[src/rtl/bt_sync_pkg.sv]
package bt_sync_pkg;

  typedef enum logic [1:0] {
    SRCH_IDLE,
    SRCH_W1,
    SRCH_W2,
    SRCH_STAT
  } srch_e;

  // Marker bit set and all four protection bits consistent with F/V/H.
  function automatic logic status_good(input logic [7:0] s);
    logic f, v, h;
    f = s[6];
    v = s[5];
    h = s[4];
    return s[7] && (s[3] == (v ^ h)) && (s[2] == (f ^ h)) &&
           (s[1] == (f ^ v)) && (s[0] == (f ^ v ^ h));
  endfunction

endpackage

[src/rtl/trs_hunter.sv]
module trs_hunter
  import bt_sync_pkg::*;
#(
  parameter int LANE_W = 8
) (
  input  logic                  clk,
  input  logic                  rst_n,
  input  logic [LANE_W-1:0]     luma,
  input  logic [LANE_W-1:0]     chroma,
  input  logic [3*LANE_W-1:0]   preamble,
  output logic                  evt_stb,
  output logic                  evt_bad,
  output logic                  lane_mismatch,
  output logic [2:0]            evt_code,
  output logic                  evt_f,
  output logic                  idle_data
);

  localparam int PW = 3 * LANE_W;

  srch_e state_q, state_d;
  logic  cok_q, cok_d;

  logic [LANE_W-1:0] w0, w1, w2;
  logic [7:0]        sw;
  logic              is_stat;

  assign w0 = preamble[PW-1 -: LANE_W];
  assign w1 = preamble[2*LANE_W-1 -: LANE_W];
  assign w2 = preamble[LANE_W-1:0];

  always_comb begin
    state_d = state_q;
    cok_d   = cok_q;
    unique case (state_q)
      SRCH_IDLE: begin
        if (luma == w0) begin
          state_d = SRCH_W1;
          cok_d   = (chroma == w0);
        end
      end
      SRCH_W1: begin
        if (luma == w1) begin
          state_d = SRCH_W2;
          cok_d   = cok_q && (chroma == w1);
        end else if (luma == w0) begin
          state_d = SRCH_W1;
          cok_d   = (chroma == w0);
        end else begin
          state_d = SRCH_IDLE;
        end
      end
      SRCH_W2: begin
        if (luma == w2) begin
          state_d = SRCH_STAT;
          cok_d   = cok_q && (chroma == w2);
        end else if (luma == w0) begin
          state_d = SRCH_W1;
          cok_d   = (chroma == w0);
        end else begin
          state_d = SRCH_IDLE;
        end
      end
      default: state_d = SRCH_IDLE;
    endcase
  end

  always_ff @(posedge clk or negedge rst_n) begin
    if (!rst_n) begin
      state_q <= SRCH_IDLE;
      cok_q   <= 1'b0;
    end else begin
      state_q <= state_d;
      cok_q   <= cok_d;
    end
  end

  assign is_stat       = (state_q == SRCH_STAT);
  assign sw            = luma[LANE_W-1 -: 8];
  assign evt_stb       = is_stat && status_good(sw);
  assign evt_bad       = is_stat && !status_good(sw);
  assign lane_mismatch = is_stat && !cok_q;
  assign evt_code      = {sw[4], sw[5], sw[6]};
  assign evt_f         = sw[6];
  assign idle_data     = (state_q == SRCH_IDLE) && (luma != w0);

  // the status slot is only reached straight after the third preamble word
  p_stat_after_w2_r1: assert property (@(posedge clk) disable iff (!rst_n)
    (state_q == SRCH_STAT) |-> ($past(state_q) == SRCH_W2 && $past(luma) == $past(w2)))
    else $error("p_stat_after_w2_r1");

endmodule

[src/rtl/pair_packer.sv]
module pair_packer #(
  parameter int LANE_W = 8
) (
  input  logic                  clk,
  input  logic                  rst_n,
  input  logic                  restart,
  input  logic                  take,
  input  logic [LANE_W-1:0]     luma,
  input  logic [LANE_W-1:0]     chroma,
  output logic                  pair_vld,
  output logic [4*LANE_W-1:0]   pair_data
);

  logic              phase_q, phase_d;
  logic [LANE_W-1:0] hc_q, hc_d, hy_q, hy_d;
  logic [4*LANE_W-1:0] pd_q, pd_d;
  logic              vld_q, vld_d;

  always_comb begin
    phase_d = phase_q;
    hc_d    = hc_q;
    hy_d    = hy_q;
    pd_d    = pd_q;
    vld_d   = 1'b0;
    if (restart) begin
      phase_d = 1'b0;
    end else if (take) begin
      phase_d = !phase_q;
      if (!phase_q) begin
        hc_d = chroma;
        hy_d = luma;
      end else begin
        pd_d  = {hc_q, hy_q, chroma, luma};
        vld_d = 1'b1;
      end
    end
  end

  always_ff @(posedge clk or negedge rst_n) begin
    if (!rst_n) begin
      phase_q <= 1'b0;
      hc_q    <= '0;
      hy_q    <= '0;
      pd_q    <= '0;
      vld_q   <= 1'b0;
    end else begin
      phase_q <= phase_d;
      hc_q    <= hc_d;
      hy_q    <= hy_d;
      pd_q    <= pd_d;
      vld_q   <= vld_d;
    end
  end

  assign pair_vld  = vld_q;
  assign pair_data = pd_q;

  // a pair is only emitted by the second sample of a pair
  p_pair_second_r6: assert property (@(posedge clk) disable iff (!rst_n)
    vld_q |-> ($past(take) && $past(phase_q)))
    else $error("p_pair_second_r6");

endmodule

[src/rtl/bt1120_sync_decoder.sv]
module bt1120_sync_decoder #(
  parameter int LANE_W = 8,
  parameter int CNT_W  = 12,
  parameter int ERR_W  = 8
) (
  input  logic                  clk,
  input  logic                  rst_n,
  input  logic [LANE_W-1:0]     luma_i,
  input  logic [LANE_W-1:0]     chroma_i,
  input  logic [3*LANE_W-1:0]   preamble_i,
  input  logic [2:0]            code_act_start_i,
  input  logic [2:0]            code_act_end_i,
  input  logic [2:0]            code_blk_start_i,
  input  logic [2:0]            code_blk_end_i,
  output logic                  frame_start_o,
  output logic                  line_start_o,
  output logic                  field_o,
  output logic                  video_active_o,
  output logic                  pair_valid_o,
  output logic [4*LANE_W-1:0]   pair_o,
  output logic                  sync_err_o,
  output logic [ERR_W-1:0]      prot_err_cnt_o,
  output logic [CNT_W-1:0]      line_pixels_o,
  output logic [CNT_W-1:0]      frame_lines_o
);

  logic       evt_stb, evt_bad, lane_mm, evt_f, idle_data;
  logic [2:0] evt_code;

  trs_hunter #(.LANE_W(LANE_W)) u_hunt (
    .clk           (clk),
    .rst_n         (rst_n),
    .luma          (luma_i),
    .chroma        (chroma_i),
    .preamble      (preamble_i),
    .evt_stb       (evt_stb),
    .evt_bad       (evt_bad),
    .lane_mismatch (lane_mm),
    .evt_code      (evt_code),
    .evt_f         (evt_f),
    .idle_data     (idle_data)
  );

  logic act_q, act_d, vbl_q, vbl_d, frm_q, frm_d, lin_q, lin_d;
  logic fld_q, fld_d, serr_q, serr_d;
  logic [ERR_W-1:0] ecnt_q, ecnt_d;
  logic [CNT_W-1:0] pcnt_q, pcnt_d, lcnt_q, lcnt_d, lpix_q, lpix_d, flin_q, flin_d;
  logic hit_as, hit_ae, hit_blk, take;

  assign hit_as  = evt_stb && (evt_code == code_act_start_i) && !code_act_start_i[1];
  assign hit_ae  = evt_stb && (evt_code == code_act_end_i);
  assign hit_blk = evt_stb && ((evt_code == code_blk_start_i) || (evt_code == code_blk_end_i));
  assign take    = act_q && idle_data;

  always_comb begin
    act_d  = act_q;
    vbl_d  = vbl_q;
    fld_d  = fld_q;
    pcnt_d = pcnt_q;
    lcnt_d = lcnt_q;
    lpix_d = lpix_q;
    flin_d = flin_q;
    ecnt_d = ecnt_q;
    frm_d  = hit_as && vbl_q;
    lin_d  = hit_as;
    serr_d = lane_mm;
    if (hit_as)
      act_d = 1'b1;
    else if (hit_ae || hit_blk || (evt_stb && evt_code[1]))
      act_d = 1'b0;
    if (hit_blk)
      vbl_d = 1'b1;
    else if (hit_as)
      vbl_d = 1'b0;
    if (evt_stb)
      fld_d = evt_f;
    if (evt_bad && !(&ecnt_q))
      ecnt_d = ecnt_q + ERR_W'(1);
    if (hit_as)
      pcnt_d = '0;
    else if (take)
      pcnt_d = pcnt_q + CNT_W'(1);
    if (hit_ae)
      lpix_d = pcnt_q;
    if (hit_as) begin
      lcnt_d = vbl_q ? CNT_W'(1) : lcnt_q + CNT_W'(1);
      if (vbl_q)
        flin_d = lcnt_q;
    end
  end

  always_ff @(posedge clk or negedge rst_n) begin
    if (!rst_n) begin
      act_q  <= 1'b0;
      vbl_q  <= 1'b1;
      frm_q  <= 1'b0;
      lin_q  <= 1'b0;
      fld_q  <= 1'b0;
      serr_q <= 1'b0;
      ecnt_q <= '0;
      pcnt_q <= '0;
      lcnt_q <= '0;
      lpix_q <= '0;
      flin_q <= '0;
    end else begin
      act_q  <= act_d;
      vbl_q  <= vbl_d;
      frm_q  <= frm_d;
      lin_q  <= lin_d;
      fld_q  <= fld_d;
      serr_q <= serr_d;
      ecnt_q <= ecnt_d;
      pcnt_q <= pcnt_d;
      lcnt_q <= lcnt_d;
      lpix_q <= lpix_d;
      flin_q <= flin_d;
    end
  end

  pair_packer #(.LANE_W(LANE_W)) u_pack (
    .clk       (clk),
    .rst_n     (rst_n),
    .restart   (hit_as),
    .take      (take),
    .luma      (luma_i),
    .chroma    (chroma_i),
    .pair_vld  (pair_valid_o),
    .pair_data (pair_o)
  );

  assign frame_start_o  = frm_q;
  assign line_start_o   = lin_q;
  assign field_o        = fld_q;
  assign video_active_o = act_q;
  assign sync_err_o     = serr_q;
  assign prot_err_cnt_o = ecnt_q;
  assign line_pixels_o  = lpix_q;
  assign frame_lines_o  = flin_q;

  // the qualifier only opens after a good status word with V clear
  p_active_rise_r5: assert property (@(posedge clk) disable iff (!rst_n)
    $rose(act_q) |-> ($past(evt_stb) && !$past(evt_code[1])))
    else $error("p_active_rise_r5");

  // a frame strobe only follows blanking and always comes with a line strobe
  p_frame_after_blank_r7: assert property (@(posedge clk) disable iff (!rst_n)
    frm_q |-> ($past(vbl_q) && lin_q))
    else $error("p_frame_after_blank_r7");

  // the error count moves only by one, and only after a rejected word
  p_err_step_r3: assert property (@(posedge clk) disable iff (!rst_n)
    (ecnt_q != $past(ecnt_q)) |-> ($past(evt_bad) && ecnt_q == $past(ecnt_q) + ERR_W'(1)))
    else $error("p_err_step_r3");

  // the field flag holds unless a good status word arrived
  p_field_hold_r9: assert property (@(posedge clk) disable iff (!rst_n)
    !$past(evt_stb) |-> (fld_q == $past(fld_q)))
    else $error("p_field_hold_r9");

endmodule

[config.mk]
export PLATFORM = sky130hd
export DESIGN_NAME = bt1120_sync_decoder
export DESIGN_NICKNAME = d
export VERILOG_FILES = /design/src/rtl/bt_sync_pkg.sv /design/src/rtl/trs_hunter.sv /design/src/rtl/pair_packer.sv /design/src/rtl/bt1120_sync_decoder.sv
export SDC_FILE = /design/constraint.sdc
export NUM_CORES = 1
export LEC_CHECK = 0
export CORE_MARGIN = 2
export CORE_UTILIZATION = 55
export CTS_CLUSTER_SIZE = 20
export DETAILED_ROUTE_END_ITERATION = 10
export HOLD_SLACK_MARGIN = 0.15
export PLACE_DENSITY = 0.85
export SLEW_MARGIN = 25
export SYNTH_ARGS = -nofsm -noshare
export SYNTH_HDL_FRONTEND = slang
export SYNTH_SLANG_ARGS = --single-unit
[constraint.sdc]
create_clock -name clk -period 4.04 [get_ports clk]
set_clock_uncertainty 0.1 [all_clocks]
set_input_delay 1.01 -clock clk [delete_from_list [all_inputs] [get_ports clk]]
set_output_delay 1.01 -clock clk [all_outputs]
set_load 0.05 [all_outputs]
==> results.sh <==
export IMPL_outcome="complete, no violations"
export IMPL_final_cell_area_sq_mm=0.00786
export IMPL_power_density_mw_per_mm2=682
export IMPL_worst_r2r_setup_slack_ns=1.83
export IMPL_drt_iter0_drc=287
export IMPL_detail_route_vias_per_cell=5.70
export IMPL_synth_yosys_warnings=0
export IMPL_layout_filler_cells=657
export IMPL_number_of_antenna_violations_at_the_first_check_in_global_routing=0
export IMPL_maximum_number_of_pins_on_one_net_before_global_route_repair=82
export IMPL_timing_rr_end="frame_lines_o[0]"
export IMPL_synth_largest_area_cell="sky130_fd_sc_hd__dfrtp_1"
export IMPL_port_buffers=123
export IMPL_netlist_top_cells_count="sky130_fd_sc_hd__dfrtp_1 (114), sky130_fd_sc_hd__xor2_1 (49), sky130_fd_sc_hd__mux2_4 (39), sky130_fd_sc_hd__mux2_2 (36), sky130_fd_sc_hd__xnor2_1 (30)"
export IMPL_fp_dieW_um=108
export IMPL_drt_total_wl_mm=14.4
export IMPL_crit_slowest_cell="sky130_fd_sc_hd__mux4_2"
export IMPL_post_cts_resized=0
export IMPL_classification_of_the_worst_setup_path="input port to flop"
export IMPL_htree_num_levels=4
export IMPL_die_area_sq_mm=0.0116
export IMPL_post_dp_hpwl_mm=9.93
export IMPL_cell_at_the_root_of_the_clock_tree="sky130_fd_sc_hd__clkbuf_8"
export IMPL_power_leakage_uw=0.00356
export IMPL_drc_errors=0
export IMPL_slew_limit_headroom=0.512
export IMPL_final_hold_worst_slack_ns=0.393
export IMPL_timing_critical_path_from_type="input port"
export IMPL_number_of_clock_sinks=115
export IMPL_totalNegativeSetupSlack_ns=0
export IMPL_nets=676
export IMPL_finalCritPeriodShare=0.871
export IMPL_share_of_layout_cells_above_drive_strength_1=0.202
export IMPL_cts_buffers=17
export IMPL_vias_in_the_first_global_route=4407
export IMPL_postCtsSetupBuffers=0
export IMPL_vdd_ir_drop_max_v=0.000664
export IMPL_worst_endpoint_required_time_ns=4.33
export IMPL_fraction_of_registers_with_async_set_reset=1.00
export IMPL_drv_slew=0
export IMPL_tritoncts="done"
export IMPL_worst_setup_path_end_kind="flop"
export IMPL_synthTopCellsByArea="sky130_fd_sc_hd__dfrtp_1 (48%), sky130_fd_sc_hd__mux2_4 (9.9%), sky130_fd_sc_hd__xor2_1 (7.3%)"
export IMPL_max_clock_path_buffers=2
export IMPL_whs_path_depth=1
export IMPL_num_io_pins=124
export IMPL_ant_nets=0
export IMPL_timing_final_crit_period_ns=3.52
export IMPL_rows=37
export IMPL_syn_avg_cell_area_sq_um=12.3
export IMPL_ys_types=48
export IMPL_unrepaired_setup_endpoints_after_global_routing="false"
export IMPL_synth_cells=479
export IMPL_final_total_power_uw=5360
export IMPL_routed_wire_length_per_instance_um=19.0
export IMPL_critical_path_max_stage_delay_ns=0.51
export IMPL_post_route_worst_setup_slack_ns=0.520
export IMPL_reg2reg_depth=4
export IMPL_cp_arrival_ns=3.81
export IMPL_ys_dominant_reg_cell="sky130_fd_sc_hd__dfrtp_1"
export IMPL_finalWeightedCongestion=0.950
export IMPL_overflow=0
export IMPL_crit_chain="clkdlybuf4s50_1, buf_4, nor3b_1, o21ai_0, mux4_2, or3_1, and3_2, buf_12, mux2_4"
export IMPL_dp_slack_ns=0.0539
export IMPL_gr_usage_all_layers=0.267
export IMPL_die_h_um=108
export IMPL_core_region_area_sq_mm=0.0104
export IMPL_holdCritStartpoint="prot_err_cnt_o[6]"
export IMPL_endpoint_of_the_worst_hold_path="prot_err_cnt_o[6]"
export IMPL_first_pass_grt_wire_length_mm=23.3
export IMPL_area_delta_synth_final_pct=33.0
export IMPL_timing_max_cap_violations=0
export IMPL_ys_seq_area_frac=0.487
export IMPL_crit_path_max_fanout=33
export IMPL_num_antenna_cells=0
export IMPL_slew_worst_pin_ns=0.732
export IMPL_synth_enable_flop_cells=0
export IMPL_worstReg2RegStart="vbl_q"
export IMPL_final_setup_viol_count=0
export IMPL_fmax_mhz=284
export IMPL_yosysTopAreaCellShare=0.483
export IMPL_synth_seq_cells=115
export IMPL_length_of_the_first_detailed_routing_pass_in_iterations=4
export IMPL_post_synthesis_instance_area_sq_mm=0.00591
export IMPL_clock_insertion_delay_worst_skew_ns=0.51
export IMPL_hold_violations=0
export IMPL_synth_most_common_cell="sky130_fd_sc_hd__dfrtp_1"
export IMPL_floorplan_initialDensity=0.570
export IMPL_timing_hold_worst_class="flop to flop"
export IMPL_post_syn_nets=541
export IMPL_cts_hold_buf=0
export IMPL_dpl_instance_area_sq_mm=0.00728
export IMPL_clkTransAtPathRegs_ns=0.05
export IMPL_vias=4329
[layout by cell type, fill, tap and decap left out, drive strengths merged, types with 2 or more instances in the layout]
| cell | instances |
|---|---|
| a211o | 10 |
| a21o | 2 |
| a21oi | 3 |
| and3 | 15 |
| and3b | 3 |
| buf | 19 |
| bufinv | 3 |
| clkbuf | 24 |
| clkdlybuf4s50 | 122 |
| clkinv | 2 |
| dfrtp | 114 |
| ha | 8 |
| inv | 8 |
| mux2 | 75 |
| nand2 | 20 |
| nand3 | 11 |
| nand4 | 15 |
| nor2 | 22 |
| nor3 | 9 |
| nor3b | 9 |
| nor4 | 11 |
| nor4b | 6 |
| o21ai | 10 |
| or2 | 2 |
| or3 | 4 |
| xnor2 | 30 |
| xor2 | 49 |
[stage by stage]
stage | util | cells
2_1_floorplan | - | 479
3_3_place_gp | 0.702 | 731
3_5_place_dp | 0.702 | 731
4_1_cts | 0.758 | 760
5_1_grt | 0.758 | 760
6_report | 0.758 | 760
[flip-flops by register name (all words and copies together), names as in the netlist]
| name | cells |
|---|---|
| sync_err_o | 1 |
| video_active_o | 1 |
| field_o | 1 |
| u_hunt.state_q | 2 |
| line_start_o | 1 |
| frame_start_o | 1 |
| pcnt_q | 12 |
| frame_lines_o | 12 |
| u_pack.pair_data | 32 |
| u_hunt.cok_q | 1 |
| u_pack.hy_q | 8 |
| prot_err_cnt_o | 8 |
| vbl_q | 1 |
| u_pack.pair_vld | 1 |
| u_pack.phase_q | 1 |
| u_pack.hc_q | 8 |
| lcnt_q | 12 |
| line_pixels_o | 12 |
[area by class of cell]
cell class,instances,area [sq um],area share
repair buffers,141,1390,0.177
multi-input cells,331,2810,0.357
clock inverters,5,100,0.0127
clock buffers,24,480,0.0611
flip-flops and latches,115,2880,0.366
inverters,8,30.0,0.00382
well taps,136,170,0.0216
[where the power goes]
part	internal (uW)	switching, uW	leakage, uW
sequential	1470	238	0.00144
clock	992	490	0.000287
combinational	1000	1170	0.00184
total	3460	1900	0.00356
[worst max path at each step]
stage	start	to	depth (start not counted)
2_1_floorplan	luma_i[4]	u_pack.pair_data[10]	10
3_5_place_dp	luma_i[4]	u_pack.pair_data[16]	9
5_1_grt	luma_i[4]	u_pack.pair_data[24]	9
6_report	luma_i[4]	u_pack.pair_data[24]	9
3_3_place_gp	luma_i[6]	u_pack.pair_data[13]	8
4_1_cts	luma_i[4]	u_pack.pair_data[24]	9
[kinds of logic (layout without fill, tap and decap cells)]
group                      Yosys count  in the layout  share of synthesized area
and+or+nand+nor                    133            133                      0.126
AOI/OAI and AO/OA                   34             34                     0.0421
buffers and inverters               33            178                     0.0379
muxes                               77             77                      0.173
xor gates and xnor gates            79             79                      0.117
DFF                                115            115                      0.487
adders and majority gates            8              8                     0.0169
[worst max-delay path: cells and delay by family]
family	cells	cell delay, ns
buffers and inverters	3	0.92
and+or+nand+nor	3	0.90
muxes	2	0.84
AOI/OAI and AO/OA	1	0.11
[metal layers]
metal	GRT usage	vias to the layer above	part of all wire
li1	-	1968	-
met3	0.0660	36	0.056
met4	0.120	0	0.027
met5	0	-	0
met2	0.429	165	0.50
met1	0.342	2160	0.41
(Power assumes the default switching activity.)
